`config.mk`:
```
export PLATFORM = sky130hd
export DESIGN_NAME = io_win_xlat
export DESIGN_NICKNAME = d
export VERILOG_FILES = /design/src/rtl/io_win_pkg.sv /design/src/rtl/io_win_ctrl.sv /design/src/rtl/io_win_path.sv /design/src/rtl/io_win_xlat.sv
export SDC_FILE = /design/constraint.sdc
export NUM_CORES = 1
export LEC_CHECK = 0
export BUFFER_PORTS_ARGS = -buffer_cell sky130_fd_sc_hd__buf_2
export CORE_AREA = 2 2 73 75
export DETAILED_ROUTE_END_ITERATION = 8
export DIE_AREA = 0 0 75 77
export GPL_TIMING_DRIVEN = 0
export PLACE_DENSITY = 0.83
export SYNTH_ARGS = -nofsm -noshare
export SYNTH_HDL_FRONTEND = slang
export SYNTH_SLANG_ARGS = --single-unit
```
`constraint.sdc`:
```
create_clock -name vclk -period 1.7
set_input_delay 0.17 -clock vclk [all_inputs]
set_output_delay 0.17 -clock vclk [all_outputs]
set_load 0.01 [all_outputs]
```
`src/rtl/io_win_pkg.sv`:
```
package io_win_pkg;
  // Strobes from the control half to the datapath half.
  typedef struct packed {
    logic fwd;     // access is inside the window and forwarded
    logic ack;     // legacy acknowledge may be returned
    logic sparse;  // sparse page map selected
  } winStrobeT;
endpackage

```
`src/rtl/io_win_ctrl.sv`:
```
module io_win_ctrl
  import io_win_pkg::*;
#(
  parameter int ADDR_W = 32,
  parameter int WIN_LOG2 = 23,
  parameter logic [ADDR_W-1:0] WIN_BASE = 32'h8000_0000
) (
  input  logic                       rstN,
  input  logic                       mapMode,
  input  logic                       cpuReq,
  input  logic [ADDR_W-1:WIN_LOG2]   cpuAddrHi,
  input  logic                       ioAck,
  output winStrobeT                  strb
);
  localparam logic [ADDR_W-WIN_LOG2-1:0] BASE_HI = WIN_BASE[ADDR_W-1:WIN_LOG2];

  logic winHit;

  always_comb begin
    winHit      = (cpuAddrHi == BASE_HI);
    strb.fwd    = rstN & cpuReq & winHit;
    strb.ack    = strb.fwd & ioAck;
    strb.sparse = mapMode;
  end
endmodule

```
`src/rtl/io_win_path.sv`:
```
module io_win_path
  import io_win_pkg::*;
#(
  parameter int DATA_W = 32,
  parameter int PORT_W = 16,
  parameter int WIN_LOG2 = 23,
  parameter int PAGE_LOG2 = 12,
  parameter int GROUP_LOG2 = 5
) (
  input  logic                 clk,
  input  logic                 rstN,
  input  winStrobeT            strb,
  input  logic [WIN_LOG2-1:0]  offset,
  input  logic [1:0]           cpuSize,
  input  logic                 cpuWrite,
  input  logic [DATA_W-1:0]    cpuWdata,
  input  logic [DATA_W-1:0]    ioRdata,
  output logic [PORT_W-1:0]    ioPort,
  output logic [1:0]           ioSize,
  output logic                 ioWrite,
  output logic [DATA_W-1:0]    ioWdata,
  output logic [DATA_W-1:0]    cpuRdata
);
  localparam int PAGE_BITS = WIN_LOG2 - PAGE_LOG2;
  localparam int SPARSE_W  = PAGE_BITS + GROUP_LOG2;

  logic [SPARSE_W-1:0] sparseRaw;
  logic [PORT_W-1:0]   sparsePort;
  logic [PORT_W-1:0]   contigPort;

  assign sparseRaw  = {offset[WIN_LOG2-1:PAGE_LOG2], offset[GROUP_LOG2-1:0]};
  assign contigPort = offset[PORT_W-1:0];

  // Fit the spliced sparse index to the port width.
  generate
    if (SPARSE_W >= PORT_W) begin : gTrunc
      assign sparsePort = sparseRaw[PORT_W-1:0];
    end else begin : gPad
      assign sparsePort = {{(PORT_W-SPARSE_W){1'b0}}, sparseRaw};
    end
  endgenerate

  always_comb begin
    ioPort   = '0;
    ioSize   = '0;
    ioWrite  = 1'b0;
    ioWdata  = '0;
    if (strb.fwd) begin
      ioPort  = strb.sparse ? sparsePort : contigPort;
      ioSize  = cpuSize;
      ioWrite = cpuWrite;
      ioWdata = cpuWdata;
    end
    cpuRdata = strb.ack ? ioRdata : '0;
  end

  // forwarded fields match the processor side
  a_r6_fields_pass: assert property (@(posedge clk) disable iff (!rstN)
    strb.fwd |-> (ioSize == cpuSize && ioWrite == cpuWrite && ioWdata == cpuWdata));
  // sparse map keeps the in-group port bits
  a_r3_sparse_low: assert property (@(posedge clk) disable iff (!rstN)
    (strb.fwd && strb.sparse) |-> ioPort[GROUP_LOG2-1:0] == offset[GROUP_LOG2-1:0]);
  // contiguous map keeps the low offset bits
  a_r2_contig_low: assert property (@(posedge clk) disable iff (!rstN)
    (strb.fwd && !strb.sparse) |-> ioPort == offset[PORT_W-1:0]);
endmodule

```
`src/rtl/io_win_xlat.sv`:
```
module io_win_xlat
  import io_win_pkg::*;
#(
  parameter int ADDR_W = 32,
  parameter int DATA_W = 32,
  parameter int PORT_W = 16,
  parameter int WIN_LOG2 = 23,
  parameter int PAGE_LOG2 = 12,
  parameter int GROUP_LOG2 = 5,
  parameter logic [ADDR_W-1:0] WIN_BASE = 32'h8000_0000
) (
  input  logic              clk,
  input  logic              rstN,
  input  logic              mapMode,
  input  logic              cpuReq,
  input  logic [ADDR_W-1:0] cpuAddr,
  input  logic [1:0]        cpuSize,
  input  logic              cpuWrite,
  input  logic [DATA_W-1:0] cpuWdata,
  output logic              cpuAck,
  output logic [DATA_W-1:0] cpuRdata,
  output logic              ioReq,
  output logic [PORT_W-1:0] ioPort,
  output logic [1:0]        ioSize,
  output logic              ioWrite,
  output logic [DATA_W-1:0] ioWdata,
  input  logic              ioAck,
  input  logic [DATA_W-1:0] ioRdata
);
  winStrobeT strb;

  io_win_ctrl #(
    .ADDR_W(ADDR_W), .WIN_LOG2(WIN_LOG2), .WIN_BASE(WIN_BASE)
  ) uCtrl (
    .rstN(rstN), .mapMode(mapMode), .cpuReq(cpuReq),
    .cpuAddrHi(cpuAddr[ADDR_W-1:WIN_LOG2]), .ioAck(ioAck), .strb(strb)
  );

  io_win_path #(
    .DATA_W(DATA_W), .PORT_W(PORT_W), .WIN_LOG2(WIN_LOG2),
    .PAGE_LOG2(PAGE_LOG2), .GROUP_LOG2(GROUP_LOG2)
  ) uPath (
    .clk(clk), .rstN(rstN), .strb(strb), .offset(cpuAddr[WIN_LOG2-1:0]),
    .cpuSize(cpuSize), .cpuWrite(cpuWrite), .cpuWdata(cpuWdata),
    .ioRdata(ioRdata), .ioPort(ioPort), .ioSize(ioSize), .ioWrite(ioWrite),
    .ioWdata(ioWdata), .cpuRdata(cpuRdata)
  );

  assign ioReq  = strb.fwd;
  assign cpuAck = strb.ack;

  // nothing outside the window reaches the legacy bus
  a_r1_outside_dropped: assert property (@(posedge clk) disable iff (!rstN)
    (cpuAddr[ADDR_W-1:WIN_LOG2] != WIN_BASE[ADDR_W-1:WIN_LOG2]) |-> !ioReq);
  // an acknowledge needs a forwarded access and a legacy acknowledge
  a_r7_ack_needs_fwd: assert property (@(posedge clk) disable iff (!rstN)
    cpuAck |-> (ioReq && ioAck && cpuReq));
  // read data is quiet without an acknowledge
  a_r8_rdata_quiet: assert property (@(posedge clk) disable iff (!rstN)
    !cpuAck |-> (cpuRdata == '0));
  // reset blocks both directions
  a_r9_reset_quiet: assert property (@(posedge clk)
    !rstN |-> (!ioReq && !cpuAck));
endmodule

```
==> flow_summary_export.csv <==
group,metric,value,unit
final_layout,seq_cells,0,
timing,fmax,571.7,MHz
die,dieArea,5775,µm²
final_layout,antenna_cells,0,
die,die_y,77,µm
die,ioPinCount,189,
synthesis,syn_area,1415,µm²
timing,setup_ws,-0.04906,ns
final_layout,fin_area,2880,µm²
global_route,first_global_vias,1944,
place,gp_congestion,0.7827,
place,place_area,2444,µm²
final_layout,stdcell_count,460,
timing,worstMarginPinSlew,0.6986,ns
detailed_routing,detail_route.drc_violations,0,
detailed_routing,vias,2192,
worst_hold_path,worst_hold_path_type,"in -> out",
global_route,grt_pass1_wl,8.673,mm
critical_path,cp-start-kind,"primary input",
job,max-cap-violations,0,
timing,setup_violations,22,
final_layout,nClkBuffers,0,
detailed_routing,drtPass1Iterations,4,
critical_path,crit_type,"in -> out",
synthesis,yosysWarnings,0,
worst_hold_path,min_to,"ioWdata[4]",
critical_path,cp.arrival,1.58,ns
die,row_count,26,
critical_path,worst_setup_path_end_kind,"primary output",
global_route,antenna_found_initial,0,
detailed_routing,wire_per_inst,14.02,µm
final_layout,multi_input_area,1325,µm²
worst_hold_path,min_from,"cpuWdata[4]",
place,port_buffers,188,
outcome,violations,"negative setup slack",
outcome,status,"finished with violations",
timing,period_minus_slack,1.749,ns
synthesis,synth.top_cell.area_share,0.4244,
timing,slew_violations,0,
synthesis,synth_commonest_cells,"72 x inv_1, 48 x nor4_2, 35 x nor4_1, 12 x clkbuf_1, 11 x mux2i_1",
synthesis,syn_nets,306,
pwr,power.density,120.2,nW/µm²
global_route,track_usage,0.1795,
synthesis,synthCells,202,
timing,relSlewSlack,0.5343,
timing,fin_tns_setup,-0.3625,ns
detailed_routing,wirelength,6.450,mm
synthesis,synth.most_common_cell,"inv_1",
clocking,ctsHoldBuffers,0,
detailed_routing,first_iter_violations,55,
global_route,grt-ovfl-total,0,
timing,fin_crit_sh,1.029,
synthesis,post_synth.cell_area_avg,7.005,µm²
detailed_routing,viasPerCell,4.765,
detailed_routing,ant_nets,0,
final_layout,layout-drive-gt1-share,0.7103,
worst_hold_path,hold_depth,4,
die,core_region_area,4977,µm²
final_layout,fin_nets,496,
synthesis,yosysUniqueCellTypes,12,
pwr,leakagePower,1.679,nW
die,die_w,75,µm
synthesis,yosysSeqAreaShare,0,
final_layout,n_fill_cell,469,
timing,rsz0062_at_grt,"yes",
pwr,ir_worst_vdd,65.38,µV
global_route,grt_max_degree,11,
critical_path,cp_data_required_time,1.53,ns
place,dp_hpwl,4.660,mm
synthesis,yosysTopAreaCell,"nor4_2",
critical_path,cp_max_fo,10,
place,dp_cells,460,
synthesis,synth_area_leaders,"nor4_2 42%, inv_1 19%, nor4_1 15%",
die,start_util,0.2843,
final_layout,syn2layout_area_growth,103.5,%
final_layout,register_area,0,µm²
timing,hold_viol,0,
power by group:
group	switching (W)	total, W	leakage, nW	internal (W)
sequential	0	0	0	0
combinational	0.000199	0.000346	1.68	0.000148
clock	0	0	0	0
total	0.000199	0.000346	1.68	0.000148
timing repair:
item / in CTS / in global routing
pin swaps: 0 / 4
gates resized for setup: 20 / 52
endpoints found under the setup margin: 83 / 69
gates cloned: 0 / 1
setup buffers: 0 / 1
layer usage:
metal  share of wire  track usage  vias to the layer above
met3           0.054     0.009198                        2
met4          0.0023      0.01786                        0
met5               0            0                        -
met2            0.56       0.3526                       87
li1                -            -                     1074
met1            0.38       0.2113                     1029
cell usage in the layout (no fill, tap or decap):
master	count
nand4bb_1	2
buf_2	199
nor3_2	1
buf_4	3
nor4_1	22
clkbuf_1	4
buf_12	4
nor3_1	1
nor4_4	29
buf_6	4
clkbuf_2	2
or4_4	1
buf_1	1
or3b_4	1
inv_1	72
clkbuf_16	1
mux2i_1	11
nor4_2	32
kinds of logic after synthesis:
logic type / Yosys count / share of synthesized area
muxes: 11 / 0.07781
buffers and inverters: 102 / 0.3086
and+or+nand+nor: 89 / 0.6136
cell type report:
| cell class | instances | area share |
|---|---|---|
| well taps | 70 | 0.03041 |
| inverters | 72 | 0.09383 |
| plain buffers | 28 | 0.07124 |
| repair buffers | 190 | 0.3445 |
| multi-input cells | 100 | 0.4600 |
worst max-delay path by stage:
| stage | start | end | slack (ns) |
|---|---|---|---|
| 4_1_cts | cpuAddr[28] | cpuRdata[11] | -0.03 |
| 2_1_floorplan | cpuAddr[28] | ioWdata[10] | 0.10 |
| 3_3_place_gp | rstN | cpuRdata[12] | -0.22 |
| 3_5_place_dp | rstN | cpuRdata[11] | -0.25 |
| 6_report | cpuAddr[28] | cpuRdata[15] | -0.05 |
| 5_1_grt | cpuAddr[28] | cpuRdata[20] | -0.11 |
through the flow:
step           power (W)  hold slack (ns)  setup slack, ns    util
6_report       0.0003462           0.6384         -0.04906  0.5787
3_3_place_gp   0.0002684           0.6379          -0.2223  0.4910
4_1_cts        0.0002920           0.6394         -0.02885  0.5050
2_1_floorplan  0.0001390           0.4333           0.1027       -
3_5_place_dp   0.0002790           0.6375          -0.2491  0.4910
5_1_grt        0.0003769           0.6522          -0.1140  0.5787
critical path, cell delays in order:
cell	delay, ns
buf_6	0.09
or4_4	0.56
buf_12	0.17
buf_6	0.17
nor4_4	0.23
buf_2	0.18
Power figures use the tool's default switching activity.
